### src/rtl/refresh_pkg.sv
package refresh_pkg;
  localparam int unsigned RFSH_ROW_W = 8;
  localparam int unsigned RFSH_IVL_W = 12;
endpackage

### src/rtl/rfsh_interval_timer.sv
module rfsh_interval_timer #(
  parameter int unsigned IW = refresh_pkg::RFSH_IVL_W
) (
  input  logic          clk_i,
  input  logic          rst_ni,
  input  logic [IW-1:0] ivl_i,
  output logic          tick_o
);
  logic [IW-1:0] cnt_q;

  // >= keeps the timer bounded if the period is lowered mid-count
  assign tick_o = (cnt_q >= ivl_i);

  always_ff @(posedge clk_i or negedge rst_ni) begin
    if (!rst_ni)     cnt_q <= '0;
    else if (tick_o) cnt_q <= '0;
    else             cnt_q <= cnt_q + 1'b1;
  end
endmodule

### src/rtl/rfsh_pending.sv
module rfsh_pending (
  input  logic clk_i,
  input  logic rst_ni,
  input  logic tick_i,
  input  logic sleep_i,
  input  logic mc_end_i,
  input  logic grant_i,
  output logic req_o,
  output logic fire_o,
  output logic active_o
);
  logic pend_q, act_q;

  assign req_o  = pend_q & ~sleep_i;
  assign fire_o = req_o & mc_end_i & grant_i;

  // single latch: expiries during sleep or while pending collapse
  always_ff @(posedge clk_i or negedge rst_ni) begin
    if (!rst_ni) begin
      pend_q <= 1'b0;
      act_q  <= 1'b0;
    end else begin
      pend_q <= tick_i | (pend_q & ~fire_o);
      act_q  <= fire_o;
    end
  end

  assign active_o = act_q;
endmodule

### src/rtl/rfsh_row_ctr.sv
module rfsh_row_ctr #(
  parameter int unsigned RW = refresh_pkg::RFSH_ROW_W
) (
  input  logic          clk_i,
  input  logic          rst_ni,
  input  logic          fire_i,
  output logic [RW-1:0] row_o
);
  logic [RW-1:0] row_q;

  always_ff @(posedge clk_i or negedge rst_ni) begin
    if (!rst_ni)     row_q <= '0;
    else if (fire_i) row_q <= row_q + 1'b1;
  end

  assign row_o = row_q;
endmodule

### src/rtl/refresh_sched.sv
module refresh_sched #(
  parameter int unsigned IW = refresh_pkg::RFSH_IVL_W,
  parameter int unsigned RW = refresh_pkg::RFSH_ROW_W
) (
  input  logic          clk_i,
  input  logic          rst_ni,
  input  logic [IW-1:0] interval_i,
  input  logic          sleep_i,
  input  logic          mc_end_i,
  input  logic          grant_i,
  output logic          req_o,
  output logic          active_o,
  output logic [RW-1:0] row_o
);
  logic tick, fire;

  rfsh_interval_timer #(.IW(IW)) u_timer (
    .clk_i (clk_i),
    .rst_ni(rst_ni),
    .ivl_i (interval_i),
    .tick_o(tick)
  );

  rfsh_pending u_pend (
    .clk_i   (clk_i),
    .rst_ni  (rst_ni),
    .tick_i  (tick),
    .sleep_i (sleep_i),
    .mc_end_i(mc_end_i),
    .grant_i (grant_i),
    .req_o   (req_o),
    .fire_o  (fire),
    .active_o(active_o)
  );

  rfsh_row_ctr #(.RW(RW)) u_row (
    .clk_i (clk_i),
    .rst_ni(rst_ni),
    .fire_i(fire),
    .row_o (row_o)
  );
endmodule

### config.mk
export PLATFORM = sky130hd
export DESIGN_NAME = refresh_sched
export DESIGN_NICKNAME = d
export VERILOG_FILES = /design/src/rtl/refresh_pkg.sv /design/src/rtl/rfsh_interval_timer.sv /design/src/rtl/rfsh_pending.sv /design/src/rtl/rfsh_row_ctr.sv /design/src/rtl/refresh_sched.sv
export SDC_FILE = /design/constraint.sdc
export NUM_CORES = 1
export LEC_CHECK = 0
export CAP_MARGIN = 20
export CORE_AREA = 2 2 53 55
export DETAILED_ROUTE_END_ITERATION = 6
export DIE_AREA = 0 0 55 57
export GPL_ROUTABILITY_DRIVEN = 0
export PLACE_DENSITY = 0.92
export SLEW_MARGIN = 20
export SYNTH_ARGS = -nofsm -noshare
export SYNTH_HDL_FRONTEND = slang
export SYNTH_SLANG_ARGS = --single-unit
### constraint.sdc
create_clock -name clk_i -period 2.75 [get_ports clk_i]
set_input_delay 0.825 -clock clk_i [delete_from_list [all_inputs] [get_ports clk_i]]
set_output_delay 0.825 -clock clk_i [all_outputs]
set_load 0.01 [all_outputs]
==> results.sh <==
export IMPL_end_kind="flop"
export IMPL_synth_ff_type="dfrtp_1"
export IMPL_grt_pass1_wl_um=4781
export IMPL_status="finished, final reports clean"
export IMPL_r2r_slack_ns=0.68
export IMPL_synthDistinctLibCells=27
export IMPL_synth_fp_nets=156
export IMPL_cts_resized=0
export IMPL_fp_coreArea_sq_mm=0.002615
export IMPL_p_leak_nw=0.8186
export IMPL_post_cts_buffers=0
export IMPL_period_minus_slack_ns=2.642
export IMPL_max_vdd_ir_drop_v=0.0005153
export IMPL_root_buffer="clkbuf_4"
export IMPL_ctsHoldBuffers=0
export IMPL_ctsLongestPathBuffers=2
export IMPL_hold_end="u_row.row_o[7]$_DFFE_PN0P_"
export IMPL_power_density_mw_per_mm2=708.5
export IMPL_wl_per_cell_um=15.16
export IMPL_relSlewSlack=0.7267
export IMPL_htree_levels=1
export IMPL_cts_num_sinks=22
export IMPL_start_util=0.5158
export IMPL_synth_cell_area_sq_mm=0.001349
export IMPL_async_flop_share=1.000
export IMPL_fin_nets=190
export IMPL_drive_above_1_share=0.1456
export IMPL_drt_iter0_drc=9
export IMPL_die_w_um=55
export IMPL_n_fill_cell=215
export IMPL_fmax_mhz=378.6
export IMPL_cts_made_buffers=3
export IMPL_gr_total_overflow=0
export IMPL_ios=27
export IMPL_worst_setup_path_start_kind="input port"
export IMPL_fp_dieH_um=57
export IMPL_antenna_found_initial=0
export IMPL_ys_ff_latch=22
export IMPL_ant_nets=0
export IMPL_place_port_buffers=26
export IMPL_holdCritPathClass="flop to flop"
export IMPL_grt_use_total=0.2056
export IMPL_synth_cells=125
export IMPL_hold_depth=1
export IMPL_holdWs_ns=0.4877
export IMPL_clkTransAtPathRegs_ns=0.12
export IMPL_cts_tree="built"
export IMPL_die_area_sq_mm=0.003135
export IMPL_hpwl_um=2200
export IMPL_crit_required_ns=2.97
export IMPL_worst_path_max_fanout=8
export IMPL_num_vias=1050
export IMPL_avgSynthCellArea_sq_um=10.79
export IMPL_arrival_ns=2.86
export IMPL_hold_start="u_row.row_o[7]$_DFFE_PN0P_"
export IMPL_via_per_inst=5.556
export IMPL_first_global_vias=1108
export IMPL_grt_start_max_net_pins=23
export IMPL_rr_startpoint="u_timer.cnt_q[9]$_DFF_PN0_"
export IMPL_row_count=19
export IMPL_wirelength_um=2865
export IMPL_synth_seq_area_share=0.4082
export IMPL_r2r_cells=6
export IMPL_finalClockSkew_ns=0.003464
export IMPL_hold_viol=0
export IMPL_crit_type="input port to flop"
export IMPL_cap_viol_max_count=0
export IMPL_diodes=0
export IMPL_synthTopCellsByArea="dfrtp_1 (41%), ha_1 (13%), a211oi_2 (9.3%), xnor2_1 (5.8%), xor2_1 (5.2%)"
export IMPL_drcViolationCount=0
export IMPL_rsz0062_at_grt="no"
export IMPL_yosysMostFrequentCell="dfrtp_1"
export IMPL_synth_top_area_share=0.4082
export IMPL_yosysTopAreaCell="dfrtp_1"
export IMPL_worstMarginPinSlew_ns=0.4092
export IMPL_fin_util=0.6684
export IMPL_finalCritPeriodShare=0.9606
export IMPL_syn_to_final_growth_pct=29.59
export IMPL_drt_pass1_iter_count=4
export IMPL_clock_latency_ns=0.30
export IMPL_reg2reg_to="u_timer.cnt_q[9]$_DFF_PN0_"
export IMPL_synthTopCellsByCount="dfrtp_1 (22), ha_1 (14), inv_1 (14)"
export IMPL_finalSetupViolCount=0
export IMPL_synth_edff_count=0
export IMPL_synth_warnings=0
export IMPL_startpoint="interval_i[9]"
export IMPL_drv_slew=0
==> worst max-delay path, stage by stage <==
cell             delay, ns
clkdlybuf4s50_1       0.46
inv_1                 0.05
ha_1                  0.31
a21o_1                0.17
a21o_1                0.17
a2111o_1              0.47
buf_4                 0.21
a211oi_2              0.19
==> through the flow <==
step	total power, mW	cell area, sq um	cells	setup slack, ns	TNS [ns]
2_1_floorplan	0.7992	1349	125	0.4673	0
3_3_place_gp	0.9631	1693	185	-0.06109	-0.6053
3_5_place_dp	1.001	1693	185	-0.2031	-1.800
4_1_cts	1.249	1745	189	0.001406	0
5_1_grt	1.323	1748	189	0.02087	0
6_report	1.238	1748	189	0.1084	0
==> cell type report <==
| type | count | area [sq um] | share of cell area |
|---|---|---|---|
| clock buffers | 3 | 22.52 | 0.01288 |
| clock inverters | 1 | 30.03 | 0.01718 |
| inverters | 14 | 52.55 | 0.03006 |
| multi-input cells | 85 | 725.7 | 0.4152 |
| flip-flops and latches | 22 | 550.5 | 0.3150 |
| well taps | 31 | 38.79 | 0.02219 |
| repair buffers | 33 | 327.8 | 0.1875 |
==> power by group <==
group,total [mW],internal (mW),switching [mW]
clock,0.245,0.147,0.0976
combinational,0.474,0.251,0.223
sequential,0.519,0.401,0.118
total,1.24,0.800,0.439
==> cell families after synthesis <==
group,synth area share
buf+inv,0.05751
mux,0.008348
compound gates,0.1531
xor+xnor,0.1104
simple gates,0.1327
flops,0.4082
fa+ha+maj,0.1299
==> sequential cells by signal (all words and copies together) (netlist names) <==
name	flops
u_pend.active_o	1
u_pend.pend_q	1
u_row.row_o	8
u_timer.cnt_q	12
==> placed cells by master, fill, tap and decap left out, drive strengths merged, types with 2 or more instances in the layout <==
master / n
clkdlybuf4s50: 25
dfrtp: 22
inv: 14
ha: 14
a211oi: 13
xnor2: 9
xor2: 8
nand4: 7
buf: 7
nand3: 6
nand2: 5
nor3: 4
and3: 3
clkbuf: 3
and4: 2
a21o: 2
a21oi: 2
nor2: 2
==> layer usage <==
metal  share of wire  up-vias  GRT usage  wire length [um]
li1                -      513          -                 -
met2            0.54       33     0.3793              1540
met1            0.41      502     0.2324              1172
met4          0.0056        0    0.05226                16
met3           0.047        2    0.04188               136
met5               0        -          0                 0
==> how the worst max path moves through the flow <==
stage                                            end  slack, ns  depth (start not counted)
final                     u_timer.cnt_q[9]$_DFF_PN0_       0.11                          8
after global routing      u_timer.cnt_q[0]$_DFF_PN0_       0.02                          8
after CTS                                      req_o      0.001                          3
after detailed placement  u_timer.cnt_q[9]$_DFF_PN0_      -0.20                          8
after global placement    u_timer.cnt_q[7]$_DFF_PN0_      -0.06                          8
after floorplan              u_pend.pend_q$_DFF_PN0_       0.47                          6
No activity file was read; power rests on OpenSTA's default activity.
